$ cat config.mk
export PLATFORM = sky130hd
export DESIGN_NAME = irq_entry_seq
export DESIGN_NICKNAME = d
export VERILOG_FILES = /design/src/rtl/irq_seq_pkg.sv /design/src/rtl/irq_pend_bank.sv /design/src/rtl/irq_prio_pick.sv /design/src/rtl/irq_seq_fsm.sv /design/src/rtl/irq_entry_seq.sv
export SDC_FILE = /design/constraint.sdc
export NUM_CORES = 1
export LEC_CHECK = 0
export ABC_CLOCK_PERIOD_IN_PS = 3800
export BUFFER_PORTS_ARGS = -buffer_cell sky130_fd_sc_hd__buf_2
export CAP_MARGIN = 20
export CORE_UTILIZATION = 30
export DETAILED_ROUTE_END_ITERATION = 12
export PLACE_DENSITY = 0.46
export SLEW_MARGIN = 15
export SYNTH_ARGS = -nofsm -noshare
export SYNTH_HDL_FRONTEND = slang
export SYNTH_SLANG_ARGS = --single-unit
$ cat constraint.sdc
create_clock -name clk -period 3.8 [get_ports clk]
set_input_delay 0.19 -clock clk [delete_from_list [all_inputs] [get_ports clk]]
set_output_delay 0.19 -clock clk [all_outputs]
set_load 0.05 [all_outputs]
$ cat src/rtl/irq_seq_pkg.sv
package irq_seq_pkg;
  typedef enum logic [1:0] {
    ST_IDLE   = 2'd0,
    ST_WAKE   = 2'd1,
    ST_ENTER  = 2'd2,
    ST_RETURN = 2'd3
  } seq_state_e;
endpackage

$ cat src/rtl/irq_pend_bank.sv
module irq_pend_bank #(
  parameter int unsigned NUM_EVT = 4,
  parameter int unsigned IDX_W   = 3
) (
  input  logic               clk,
  input  logic               rst_n,
  input  logic [NUM_EVT-1:0] evt_trig,
  input  logic [NUM_EVT-1:0] evt_clr,
  input  logic               take,
  input  logic [IDX_W-1:0]   take_idx,
  output logic [NUM_EVT-1:0] pend
);
  for (genvar g = 0; g < NUM_EVT; g++) begin : g_flag
    logic served;
    assign served = take && (take_idx == IDX_W'(g));

    always_ff @(posedge clk or negedge rst_n) begin
      if (!rst_n) pend[g] <= 1'b0;
      else        pend[g] <= evt_trig[g] | (pend[g] & ~evt_clr[g] & ~served);
    end

    // an event always leaves its flag set
    assert_latch_R1: assert property (@(posedge clk) disable iff (!rst_n)
      evt_trig[g] |=> pend[g]);
    // a clear without a new event empties the flag
    assert_clear_R1: assert property (@(posedge clk) disable iff (!rst_n)
      (evt_clr[g] && !evt_trig[g]) |=> !pend[g]);
    // acceptance drops the served flag
    assert_served_R2: assert property (@(posedge clk) disable iff (!rst_n)
      (served && !evt_trig[g]) |=> !pend[g]);
  end
endmodule

$ cat src/rtl/irq_prio_pick.sv
module irq_prio_pick #(
  parameter int unsigned NUM_EVT = 4,
  parameter int unsigned NUM_LVL = 2,
  parameter int unsigned IDX_W   = 3
) (
  input  logic               clk,
  input  logic               rst_n,
  input  logic [NUM_EVT-1:0] evt_pend,
  input  logic [NUM_EVT-1:0] evt_en,
  input  logic [NUM_LVL-1:0] lvl_req,
  input  logic [NUM_LVL-1:0] lvl_en,
  output logic               any_req,
  output logic [IDX_W-1:0]   win_idx
);
  localparam int unsigned NSRC = NUM_EVT + NUM_LVL;

  logic [NSRC-1:0] elig;
  assign elig = {lvl_req & lvl_en, evt_pend & evt_en};

  always_comb begin
    win_idx = '0;
    any_req = 1'b0;
    for (int i = NSRC - 1; i >= 0; i--) begin
      if (elig[i]) begin
        win_idx = IDX_W'(i);
        any_req = 1'b1;
      end
    end
  end

  // the reported winner is itself eligible
  assert_winner_eligible_R4: assert property (@(posedge clk) disable iff (!rst_n)
    any_req |-> elig[win_idx]);
  // nothing requests when no source is eligible
  assert_no_phantom_R3: assert property (@(posedge clk) disable iff (!rst_n)
    (elig == '0) |-> !any_req);
endmodule

$ cat src/rtl/irq_seq_fsm.sv
module irq_seq_fsm
  import irq_seq_pkg::*;
#(
  parameter int unsigned IDX_W      = 3,
  parameter int unsigned SP_W       = 16,
  parameter logic [SP_W-1:0] SP_TOP = 16'h005F,
  parameter int unsigned PHASE_CYC  = 4,
  parameter int unsigned PUSH_BYTES = 2
) (
  input  logic             clk,
  input  logic             rst_n,
  input  logic             any_req,
  input  logic [IDX_W-1:0] win_idx,
  input  logic             insn_done,
  input  logic             multi_busy,
  input  logic             sleeping,
  input  logic             cmd_gie_set,
  input  logic             cmd_gie_clr,
  input  logic             cmd_reti,
  output logic             take,
  output logic             gie,
  output logic             vec_valid,
  output logic [IDX_W-1:0] vec_idx,
  output logic             sp_push,
  output logic             sp_pop,
  output logic [SP_W-1:0]  sp,
  output logic             stall
);
  localparam int unsigned CNT_W = (PHASE_CYC > 1) ? $clog2(PHASE_CYC) : 1;
  localparam logic [CNT_W-1:0] LAST_CNT  = CNT_W'(PHASE_CYC - 1);
  localparam logic [CNT_W-1:0] BYTE_LIM  = CNT_W'(PUSH_BYTES);
  localparam logic [SP_W-1:0]  SP_ONE    = SP_W'(1);

  seq_state_e       state_q;
  logic [CNT_W-1:0] cnt_q;
  logic             gap_q;
  logic             boundary, idle, last, accept_pt, gie_eff, ret_end;

  assign boundary  = insn_done & ~multi_busy;
  assign idle      = (state_q == ST_IDLE);
  assign last      = (cnt_q == LAST_CNT);
  assign gie_eff   = gie & ~cmd_gie_clr;
  assign accept_pt = boundary ? ~cmd_gie_set : (sleeping & ~gap_q);
  assign take      = idle & any_req & gie_eff & accept_pt & ~cmd_reti;
  assign ret_end   = (state_q == ST_RETURN) & last;

  always_ff @(posedge clk or negedge rst_n) begin
    if (!rst_n) begin
      state_q <= ST_IDLE;
      cnt_q   <= '0;
      vec_idx <= '0;
    end else begin
      unique case (state_q)
        ST_IDLE: begin
          cnt_q <= '0;
          if (take) begin
            state_q <= sleeping ? ST_WAKE : ST_ENTER;
            vec_idx <= win_idx;
          end else if (cmd_reti) begin
            state_q <= ST_RETURN;
          end
        end
        ST_WAKE: begin
          cnt_q <= last ? '0 : cnt_q + 1'b1;
          if (last) state_q <= ST_ENTER;
        end
        default: begin
          cnt_q <= last ? '0 : cnt_q + 1'b1;
          if (last) state_q <= ST_IDLE;
        end
      endcase
    end
  end

  always_ff @(posedge clk or negedge rst_n) begin
    if (!rst_n) begin
      gie   <= 1'b0;
      gap_q <= 1'b0;
    end else begin
      if (take)                          gie <= 1'b0;
      else if (ret_end)                  gie <= 1'b1;
      else if (idle && cmd_gie_clr)      gie <= 1'b0;
      else if (idle && cmd_gie_set)      gie <= 1'b1;

      if (ret_end || (idle && cmd_gie_set && !cmd_gie_clr)) gap_q <= 1'b1;
      else if (boundary)                                     gap_q <= 1'b0;
    end
  end

  assign sp_push   = (state_q == ST_ENTER)  && (cnt_q < BYTE_LIM);
  assign sp_pop    = (state_q == ST_RETURN) && (cnt_q < BYTE_LIM);
  assign vec_valid = (state_q == ST_ENTER) && last;
  assign stall     = !idle;

  always_ff @(posedge clk or negedge rst_n) begin
    if (!rst_n)       sp <= SP_TOP;
    else if (sp_push) sp <= sp - SP_ONE;
    else if (sp_pop)  sp <= sp + SP_ONE;
  end

  // each pushed byte lowers the stack pointer by one
  assert_push_dec_R9: assert property (@(posedge clk) disable iff (!rst_n)
    sp_push |=> (sp == $past(sp) - SP_ONE));
  // each popped byte raises the stack pointer by one
  assert_pop_inc_R11: assert property (@(posedge clk) disable iff (!rst_n)
    sp_pop |=> (sp == $past(sp) + SP_ONE));
  // an accepted request leaves the global enable clear
  assert_take_clears_gie_R5: assert property (@(posedge clk) disable iff (!rst_n)
    take |=> !gie);
  // a disable command in idle never starts an entry
  assert_disable_blocks_R6: assert property (@(posedge clk) disable iff (!rst_n)
    (idle && cmd_gie_clr) |=> (state_q != ST_ENTER && state_q != ST_WAKE));
  // the end of a return leaves the global enable set
  assert_ret_sets_gie_R11: assert property (@(posedge clk) disable iff (!rst_n)
    ret_end |=> gie);
  // a wake phase always leads into entry
  assert_wake_to_entry_R10: assert property (@(posedge clk) disable iff (!rst_n)
    (state_q == ST_WAKE && last) |=> (state_q == ST_ENTER));
endmodule

$ cat src/rtl/irq_entry_seq.sv
module irq_entry_seq #(
  parameter int unsigned NUM_EVT    = 4,
  parameter int unsigned NUM_LVL    = 2,
  parameter int unsigned SP_W       = 16,
  parameter logic [SP_W-1:0] SP_TOP = 16'h005F,
  parameter int unsigned PHASE_CYC  = 4,
  parameter int unsigned PUSH_BYTES = 2,
  localparam int unsigned NSRC      = NUM_EVT + NUM_LVL,
  localparam int unsigned IDX_W     = (NSRC > 1) ? $clog2(NSRC) : 1
) (
  input  logic               clk,
  input  logic               rst_n,
  input  logic [NUM_EVT-1:0] evt_trig,
  input  logic [NUM_EVT-1:0] evt_clr,
  input  logic [NUM_EVT-1:0] evt_en,
  input  logic [NUM_LVL-1:0] lvl_req,
  input  logic [NUM_LVL-1:0] lvl_en,
  input  logic               insn_done,
  input  logic               multi_busy,
  input  logic               sleeping,
  input  logic               cmd_gie_set,
  input  logic               cmd_gie_clr,
  input  logic               cmd_reti,
  output logic               gie,
  output logic [NUM_EVT-1:0] evt_pend,
  output logic               vec_valid,
  output logic [IDX_W-1:0]   vec_idx,
  output logic               sp_push,
  output logic               sp_pop,
  output logic [SP_W-1:0]    sp,
  output logic               stall
);
  logic             any_req, take;
  logic [IDX_W-1:0] win_idx;

  irq_pend_bank #(.NUM_EVT(NUM_EVT), .IDX_W(IDX_W)) u_pend (
    .clk(clk), .rst_n(rst_n), .evt_trig(evt_trig), .evt_clr(evt_clr),
    .take(take), .take_idx(win_idx), .pend(evt_pend)
  );

  irq_prio_pick #(.NUM_EVT(NUM_EVT), .NUM_LVL(NUM_LVL), .IDX_W(IDX_W)) u_pick (
    .clk(clk), .rst_n(rst_n), .evt_pend(evt_pend), .evt_en(evt_en),
    .lvl_req(lvl_req), .lvl_en(lvl_en), .any_req(any_req), .win_idx(win_idx)
  );

  irq_seq_fsm #(
    .IDX_W(IDX_W), .SP_W(SP_W), .SP_TOP(SP_TOP),
    .PHASE_CYC(PHASE_CYC), .PUSH_BYTES(PUSH_BYTES)
  ) u_fsm (
    .clk(clk), .rst_n(rst_n), .any_req(any_req), .win_idx(win_idx),
    .insn_done(insn_done), .multi_busy(multi_busy), .sleeping(sleeping),
    .cmd_gie_set(cmd_gie_set), .cmd_gie_clr(cmd_gie_clr), .cmd_reti(cmd_reti),
    .take(take), .gie(gie), .vec_valid(vec_valid), .vec_idx(vec_idx),
    .sp_push(sp_push), .sp_pop(sp_pop), .sp(sp), .stall(stall)
  );
endmodule

==> impl_metrics.env, run 1 <==
export IMPL_start_kind="flip-flop"
export IMPL_tightest_slew_ps=999
export IMPL_setup_worst_path_class="flip-flop to flip-flop"
export IMPL_rsz0062_at_grt="false"
export IMPL_synth_area_per_cell_sq_um=8.90
export IMPL_synth_top_family_by_area="compound AO/OA/AOI/OAI gates"
export IMPL_synth_mux_area_frac=0.0111
export IMPL_fin_crit_sh=0.849
export IMPL_dp_cells=351
export IMPL_crit_required_ps=3930
export IMPL_cp_slowest_cell="or4b_1"
export IMPL_cp_arrival_ps=3360
export IMPL_power_density_mw_per_mm2=1060
export IMPL_crit_chain="nor2b_1 > nand2_1 > inv_1 > ha_1 > a21oi_1 > o21ai_0 > or4b_1 > a31oi_1 > xor2_1 > o21ai_1"
export IMPL_reg2reg_to="u_fsm.sp[13]"
export IMPL_crit_buf_inv=1
export IMPL_io_pins=52
export IMPL_grt_first_pass_wirelength_um=7990
export IMPL_synth_xor_area_frac=0.0518
export IMPL_netlist_area_sq_mm=0.00203
export IMPL_drtPass1Iterations=10
export IMPL_synth_compound_area_frac=0.246
export IMPL_routed_via_density=4.98
export IMPL_worstSetupEndpointType="flip-flop"
export IMPL_cts_buffer_depth=2
export IMPL_finalSetupViolCount=0
export IMPL_synthToLayoutAreaGrowth_pct=22.8
export IMPL_seq_area_frac_synth=0.362
export IMPL_leakage_nw=1.21
export IMPL_synth_most_common_cell="nand2_1"
export IMPL_drive_gt1_frac=0.283
export IMPL_antennaDiodeCount=0
export IMPL_synthTopCellsByArea="dfrtp_1 28%, ha_1 9.3%, dfstp_2 7.8%"
export IMPL_antenna_found_initial=0
export IMPL_final_cells=360
export IMPL_dp_final_hpwl_um=3540
export IMPL_fin_nets=322
export IMPL_routedWlPerCell_um=12.8
export IMPL_crit_family="simple AND/OR/NAND/NOR gates"
export IMPL_die_w_um=84.2
export IMPL_r2r_start="u_fsm.state_q[1]"
export IMPL_fin_util=0.388
export IMPL_gr_usage_all_layers=0.140
export IMPL_violations="design-rule violations"
export IMPL_skew_ps=3.70
export IMPL_drc=4
export IMPL_hp_class="primary input to flip-flop"
export IMPL_wirelength_um=4620
export IMPL_min_delay_start="evt_trig[3]"
export IMPL_maxCapViolCount=0
export IMPL_reg2reg_depth=10
export IMPL_clkTransAtPathRegs_ps=70
export IMPL_synth_fa_ha_area_frac=0.102
export IMPL_max_slew_margin=0.334
export IMPL_synth_nets=268
export IMPL_tritoncts="yes"
export IMPL_clock_sinks=29
export IMPL_max_vdd_ir_drop_mv=0.320
export IMPL_root_buffer="clkbuf_8"
export IMPL_port_buffers=51
export IMPL_synth_cell_types=51
export IMPL_hold_end="u_pend.pend[3]"
export IMPL_dieHeight_um=84.2
export IMPL_slew_viol_final=0
export IMPL_netlist_top_cells_count="30 x nand2_1, 23 x dfrtp_1, 19 x a21oi_1"
export IMPL_synth_edf_count=0
export IMPL_yosys_area_share_simple=0.189
export IMPL_num_rows=29
export IMPL_holdPathStages=2
export IMPL_synthArstFlopShare=1.00
export IMPL_post_cts_resized=0
export IMPL_critical_path_max_stage_delay_ps=500
export IMPL_synth_top_area_frac=0.284
export IMPL_grt_pass1_vias=1708
export IMPL_die_area_sq_mm=0.00709
export IMPL_status="finished, violations left"
export IMPL_crit_fanout=15
export IMPL_gp_congestion=0.812
export IMPL_start_util=0.316
export IMPL_synth_largest_area_cell="dfrtp_1"
export IMPL_ys_ff_latch=29
export IMPL_drt_iter0_drc=62
export IMPL_htreeDepth=2
export IMPL_overflow=0
export IMPL_hold_viol=0
export IMPL_netlist_instances=228
export IMPL_grt_start_max_net_pins=33
export IMPL_max_freq_ghz=0.310
export IMPL_synth_warnings=0
export IMPL_worstSkewPairLatency_ps=280
export IMPL_drtAntennaViolNets=0
export IMPL_post_route_min_period_ps=3230
export IMPL_cts_made_buffers=5
export IMPL_synth_ff_type="dfrtp_1"
export IMPL_rrSetupSlack_ps=570
export IMPL_vias=1791
export IMPL_core_area_sq_mm=0.00642
export IMPL_fin_tns_setup_ps=0
[sequential cells by signal, summed over array words and instances (netlist names)]
register       flops
u_fsm.gie          1
u_pend.pend        4
u_fsm.vec_idx      3
u_fsm.cnt_q        2
u_fsm.sp          16
u_fsm.gap_q        1
u_fsm.state_q      2
[cells by family (layout without fill, tap and decap cells)]
kind of cell	count (synthesis)	after routing
adder cells (fa/ha/maj)	16	16
XOR/XNOR	12	12
buffers and inverters	20	75
flip-flops	29	29
multiplexers	2	2
AO/OA/AOI/OAI	73	73
AND/OR/NAND/NOR	76	76
[layout make-up]
type	instances	area [sq um]
clock buffers	6	82.6
well taps	77	96.3
inverters	15	56.3
clock inverters	2	37.5
multi-input cells	179	1220
repair buffers	52	265
fillers	665	3930
flip-flops and latches	29	733
[stage by stage]
stage               hold WS (ps)  setup slack [ps]  instance area (sq um)  power, mW
finish                      90.0               573                   2490       2.63
global route                77.6               267                   2490       2.86
CTS                         80.9               535                   2490       2.67
detailed placement           273               540                   2360       2.31
global placement             277               629                   2360       2.32
floorplan                   -106               673                   2030       1.96
[power by group]
group,total (mW),leakage [nW],switching (mW),internal (mW)
clock network,0.341,0.0574,0.128,0.213
registers,0.579,0.337,0.111,0.468
logic,1.71,0.820,1.14,0.570
[worst max path at each step]
| stage | start | end | cells past startpoint |
|---|---|---|---|
| after floorplan | u_fsm.state_q[1] | u_fsm.sp[13] | 10 |
| after global placement | u_fsm.state_q[1] | u_fsm.sp[13] | 10 |
| after detailed placement | u_fsm.state_q[1] | u_fsm.sp[13] | 10 |
| after CTS | u_fsm.state_q[1] | u_fsm.sp[13] | 10 |
| after global routing | u_fsm.state_q[1] | u_fsm.sp[13] | 10 |
| final | u_fsm.state_q[1] | u_fsm.sp[13] | 10 |
[cells in the final DEF, fill, tap and decap left out, types with 2 or more instances in the layout]
| master | n |
|---|---|
| inv_1 | 15 |
| mux2_2 | 2 |
| o21bai_1 | 2 |
| nand3b_1 | 2 |
| a21oi_1 | 19 |
| buf_2 | 51 |
| o31ai_1 | 2 |
| a31o_2 | 4 |
| nor2_1 | 8 |
| nor3_1 | 4 |
| clkbuf_8 | 6 |
| a31oi_1 | 3 |
| a21o_1 | 6 |
| nand4_1 | 4 |
| xor2_1 | 7 |
| and2_1 | 3 |
| nand2_1 | 30 |
| xnor2_1 | 5 |
| ha_1 | 15 |
| o211ai_1 | 2 |
| and3_1 | 3 |
| a22oi_1 | 3 |
| o21ai_0 | 14 |
| dfrtp_1 | 23 |
| a211oi_1 | 2 |
| o21ai_1 | 2 |
| dfstp_2 | 6 |
| nand2b_1 | 5 |
| nand3_1 | 9 |
| a21oi_2 | 2 |
[repair_timing]
item,CTS,global route
hold endpoints to repair,23,0
hold buffers,1,0
buffers inserted,0,0
[per-layer routing]
metal  GRT usage  share of wire
met5           0              0
met4      0.0470          0.014
met3      0.0403          0.054
met2       0.227           0.45
met1       0.179           0.49
No activity file was read; power rests on OpenSTA's default activity.
==> inputs of run 2 (changes only) <==
ABC_CLOCK_PERIOD_IN_PS = 2600   (was 3800)
PLACE_DENSITY = 0.48   (was 0.46)
clock period = 2.6 ns   (was 3.8 ns; I/O delays follow)
==> impl_metrics.env, run 2 (same netlist as run 1, synthesis figures left out) <==
export IMPL_p_int_mw=2.12
export IMPL_cts_buffer_depth=2
export IMPL_worstSetupEndpointType="flip-flop"
export IMPL_combPwrFrac=0.712
export IMPL_core_area_sq_mm=0.00642
export IMPL_grt_pass1_vias=1883
export IMPL_cts_made_buffers=5
export IMPL_worst_slack_ps=132
export IMPL_final_cells=374
export IMPL_synthToLayoutAreaGrowth_pct=36.6
export IMPL_antennaDiodeCount=0
export IMPL_hold_viol=0
export IMPL_overflow=0
export IMPL_num_rows=29
export IMPL_gp_congestion=0.776
export IMPL_tritoncts="yes"
export IMPL_slew_viol_final=0
export IMPL_cp_arrival_ps=2630
export IMPL_top_regs="u_fsm.sp x16, u_pend.pend x4, u_fsm.vec_idx x3"
export IMPL_tightest_slew_ps=696
export IMPL_power_density_mw_per_mm2=1560
export IMPL_holdPathStages=2
export IMPL_seq_power_share=0.198
export IMPL_fin_tns_setup_ps=0
export IMPL_clock_sinks=29
export IMPL_routedWlPerCell_um=13.2
export IMPL_p_sw_frac=0.507
export IMPL_drtAntennaViolNets=0
export IMPL_io_pins=52
export IMPL_dieHeight_um=84.2
export IMPL_gr_usage_all_layers=0.151
export IMPL_fin_nets=336
export IMPL_htreeDepth=2
export IMPL_crit_chain="nor2b_4 > nand2_4 > clkinvlp_4 > buf_12 > ha_4 > a21oi_4 > a21oi_1 > or4b_1 > a31oi_2 > xor2_1 > o21ai_1"
export IMPL_setup_worst_path_class="flip-flop to flip-flop"
export IMPL_start_kind="flip-flop"
export IMPL_layout_commonest_cell="buf_2"
export IMPL_die_w_um=84.2
export IMPL_maxCapViolCount=0
export IMPL_power_total_mw=4.31
export IMPL_max_vdd_ir_drop_mv=0.664
export IMPL_start_util=0.316
export IMPL_reg2reg_depth=11
export IMPL_leakage_nw=1.28
export IMPL_dp_slack_ps=107
export IMPL_skew_ps=8.96
export IMPL_max_freq_ghz=0.405
export IMPL_crit_fanout=8
export IMPL_hp_class="primary input to flip-flop"
export IMPL_drive_gt1_frac=0.384
export IMPL_violations="design-rule violations"
export IMPL_die_area_sq_mm=0.00709
export IMPL_routed_via_density=4.90
export IMPL_dp_final_hpwl_um=3740
export IMPL_dp_cells=363
export IMPL_drc=2
export IMPL_largest_reg_flops=16
export IMPL_wirelength_um=4920
export IMPL_worstSkewPairLatency_ps=270
export IMPL_clkTransAtPathRegs_ps=70
export IMPL_post_route_min_period_ps=2470
export IMPL_rsz0062_at_grt="false"
export IMPL_max_slew_margin=0.536
export IMPL_n_fill_cell=628
export IMPL_pwr_share_clk=0.090
export IMPL_port_buffers=51
export IMPL_drtPass1Iterations=8
export IMPL_cp_slowest_cell="or4b_1"
export IMPL_finalSetupViolCount=0
export IMPL_grt_first_pass_wirelength_um=8710
export IMPL_holdWs_ps=52.8
export IMPL_root_buffer="clkbuf_8"
export IMPL_critical_path_max_stage_delay_ps=530
export IMPL_antenna_found_initial=0
export IMPL_fin_crit_sh=0.949
export IMPL_status="finished, violations left"
export IMPL_crit_required_ps=2760
export IMPL_largest_register="u_fsm.sp"
export IMPL_grt_start_max_net_pins=30
export IMPL_switchingPower_mw=2.18
export IMPL_vias=1831
export IMPL_drt_iter0_drc=41
export IMPL_final_cell_mix="51 x buf_2, 29 x nand2_1, 23 x dfrtp_1"
run 2: cell count changes in the layout (fill, tap and decap cells not counted), sizes merged:
cell,previous run,this run
buf,51,64
clkbuf,6,9
bufinv,1,0
inv,15,14
run 2: worst paths after layout:
| kind | start | to | slack, ps |
|---|---|---|---|
| max in group asynchronous | rst_n | u_fsm.vec_idx[2] | 1700 |
| max | u_fsm.state_q[1] | u_fsm.sp[13] | 130 |
| min in group asynchronous | rst_n | u_fsm.sp[5] | 440 |
| max reg2reg | u_fsm.state_q[1] | u_fsm.sp[13] | 130 |
| min | evt_trig[1] | u_pend.pend[1] | 50 |
| min reg2reg | u_fsm.cnt_q[0] | u_fsm.cnt_q[0] | 450 |
run 2: final cells by class:
type                            count  area [sq um]  area share
Timing Repair Buffer               66           400       0.145
Inverter                           15          60.1      0.0217
Tap cell                           77          96.3      0.0348
Multi-Input combinational cell    179          1390       0.502
Clock buffer                        8          90.1      0.0325
Sequential cell                    29           733       0.265
run 2: worst max-delay path: cells and delay by family (launching register included):
family                   cells  cell delay (ps)
AO/OA/AOI/OAI                4              500
XOR/XNOR                     1              160
adder cells (fa/ha/maj)      1              260
buffers and inverters        2              290
flip-flops                   1              380
AND/OR/NAND/NOR              3              750
run 2: per-layer routing:
metal	vias up	global-route usage	wire, um
met5	-	0	0
met4	0	0.0376	23
met3	2	0.0295	176
met2	40	0.259	2370
met1	827	0.195	2350
li1	962	-	-
run 2: power groups by stage:
stage          logic (mW)  registers, mW  clock network, mW
6_report             3.07          0.854              0.386
5_1_grt              3.39          0.886              0.425
4_1_cts              2.95          0.860              0.408
3_5_place_dp         2.94          0.865                  0
3_3_place_gp         2.95          0.863                  0
2_1_floorplan        1.78           1.35                  0
run 2: metrics by stage:
stage,utilization,cell area (sq um)
floorplan,-,2170
global placement,0.405,2600
detailed placement,0.405,2600
CTS,0.420,2700
global route,0.431,2770
finish,0.431,2770
run 2: what timing repair did:
| action | CTS | global route |
|---|---|---|
| gates resized for setup | 0 | 8 |
| endpoints found under the hold margin | 23 | 0 |
| endpoints found under the setup margin | 0 | 1 |
| hold buffers | 1 | 0 |
| buffers inserted | 0 | 1 |
==> inputs of run 3 (changes only) <==
REMOVE_ABC_BUFFERS = 1   (was not set)
==> impl_metrics.env, run 3 (same netlist as run 1, synthesis figures left out) <==
export IMPL_drive_gt1_frac=0.356
export IMPL_fin_nets=337
export IMPL_grt_pass1_vias=1780
export IMPL_crit_top_cell="o21ai_1"
export IMPL_holdWs_ps=32.0
export IMPL_drtAntennaViolNets=0
export IMPL_rsz0062_at_grt="true"
export IMPL_violations="design-rule violations"
export IMPL_status="finished, violations left"
export IMPL_routedWlPerCell_um=12.7
export IMPL_crit_fanout=11
export IMPL_gr_usage_all_layers=0.145
export IMPL_leakage_nw=1.27
export IMPL_largest_reg_flops=16
export IMPL_wirelength_um=4750
export IMPL_crit_end="u_fsm.sp[13]"
export IMPL_htreeDepth=2
export IMPL_cts_buffer_depth=2
export IMPL_layout_commonest_cell="buf_2"
export IMPL_synthToLayoutAreaGrowth_pct=31.3
export IMPL_grt_start_max_net_pins=30
export IMPL_antennaDiodeCount=0
export IMPL_reg2reg_depth=11
export IMPL_dieHeight_um=84.2
export IMPL_max_freq_ghz=0.408
export IMPL_final_cell_mix="51 x buf_2, 30 x nand2_1, 23 x dfrtp_1"
export IMPL_crit_required_ps=2750
export IMPL_clock_sinks=29
export IMPL_tightest_slew_ps=660
export IMPL_reg2reg_to="u_fsm.sp[13]"
export IMPL_num_rows=29
export IMPL_worstSetupEndpointType="flip-flop"
export IMPL_start_util=0.316
export IMPL_die_area_sq_mm=0.00709
export IMPL_fin_util=0.415
export IMPL_dp_final_hpwl_um=3670
export IMPL_worst_slack_ps=147
export IMPL_final_cells=375
export IMPL_worstSkewPairLatency_ps=280
export IMPL_dp_cells=366
export IMPL_n_fill_cell=649
export IMPL_core_area_sq_mm=0.00642
export IMPL_cts_made_buffers=5
export IMPL_gp_congestion=0.824
export IMPL_max_slew_margin=0.560
export IMPL_rrSetupSlack_ps=150
export IMPL_vias=1880
export IMPL_clkTransAtPathRegs_ps=60
export IMPL_setup_worst_path_class="flip-flop to flip-flop"
export IMPL_grt_first_pass_wirelength_um=8230
export IMPL_r2r_start="u_fsm.state_q[1]"
export IMPL_cp_arrival_ps=2600
export IMPL_finalSetupViolCount=0
export IMPL_max_vdd_ir_drop_mv=0.570
export IMPL_crit_chain="nor2b_1 > nand2_1 > inv_2 > buf_12 > ha_1 > a21oi_2 > o21ai_1 > or4b_1 > a31oi_1 > xor2_1 > o21ai_1"
export IMPL_antenna_found_initial=0
export IMPL_fin_crit_sh=0.943
export IMPL_hp_class="primary input to flip-flop"
export IMPL_dp_slack_ps=7.05
export IMPL_drc=6
export IMPL_routed_via_density=5.01
export IMPL_largest_register="u_fsm.sp"
export IMPL_skew_ps=2.80
export IMPL_drtPass1Iterations=8
export IMPL_hold_viol=0
export IMPL_root_buffer="clkbuf_8"
export IMPL_crit_start="u_fsm.state_q[1]"
export IMPL_overflow=0
export IMPL_top_regs="u_fsm.sp x16, u_pend.pend x4, u_fsm.vec_idx x3"
export IMPL_maxCapViolCount=0
export IMPL_multi_input_area_sq_mm=0.00131
export IMPL_io_pins=52
export IMPL_start_kind="flip-flop"
export IMPL_slew_viol_final=0
export IMPL_die_w_um=84.2
export IMPL_critical_path_max_stage_delay_ps=520
export IMPL_cp_slowest_cell="or4b_1"
export IMPL_post_route_min_period_ps=2450
export IMPL_drt_iter0_drc=75
export IMPL_tritoncts="yes"
export IMPL_port_buffers=51
export IMPL_final_seq_area_sq_um=733
export IMPL_power_density_mw_per_mm2=1540
run 3: cell type report:
| cell class | instances | share of cell area |
|---|---|---|
| clock inverter | 2 | 0.00376 |
| tap | 77 | 0.0362 |
| inverter | 15 | 0.0211 |
| multi-input combinational | 179 | 0.490 |
| sequential | 29 | 0.275 |
| clock buffer | 6 | 0.0272 |
| timing repair buffer | 67 | 0.147 |
run 3: worst min-delay path by stage:
stage,startpoint,to,cells after the start
finish,evt_trig[3],u_pend.pend[3],2
global route,evt_trig[1],u_pend.pend[1],2
CTS,evt_trig[2],u_pend.pend[2],2
detailed placement,rst_n,u_fsm.sp[5],1
global placement,rst_n,u_fsm.sp[5],1
floorplan,rst_n,u_fsm.cnt_q[0],0
run 3: worst max-delay path: cells and delay by family, from the launching register on:
| family | cells | cell delay, ps |
|---|---|---|
| and+or+nand+nor | 3 | 750 |
| adders and majority gates | 1 | 320 |
| AOI/OAI and AO/OA | 4 | 510 |
| DFF | 1 | 370 |
| buffers and inverters | 2 | 210 |
| xor gates and xnor gates | 1 | 160 |
run 3: report_power, final:
group          internal [mW]  switching (mW)
logic                   1.10            1.79
clock network          0.185           0.180
registers              0.684           0.149
run 3: routing by layer:
layer | vias to the layer above | wire, um | global-route usage
met5 | - | 0 | 0
met4 | 0 | 55 | 0.0517
met3 | 5 | 232 | 0.0354
met2 | 45 | 2190 | 0.237
met1 | 864 | 2280 | 0.186
li1 | 966 | - | -
run 3: what timing repair did:
action,4_1_cts,5_1_grt
hold endpoints to repair,23,0
setup buffers,0,0
endpoints found under the setup margin,1,4
hold buffers,1,0
pin swaps,2,7
gates resized for setup,0,16
run 3: stage by stage:
| stage | TNS [ps] | instance area (sq um) | power, mW |
|---|---|---|---|
| 2_1_floorplan | -2870 | 2010 | 2.84 |
| 3_3_place_gp | 0 | 2480 | 3.58 |
| 3_5_place_dp | 0 | 2480 | 3.57 |
| 4_1_cts | 0 | 2580 | 3.95 |
| 5_1_grt | -29.7 | 2660 | 4.47 |
| 6_report | 0 | 2660 | 4.09 |
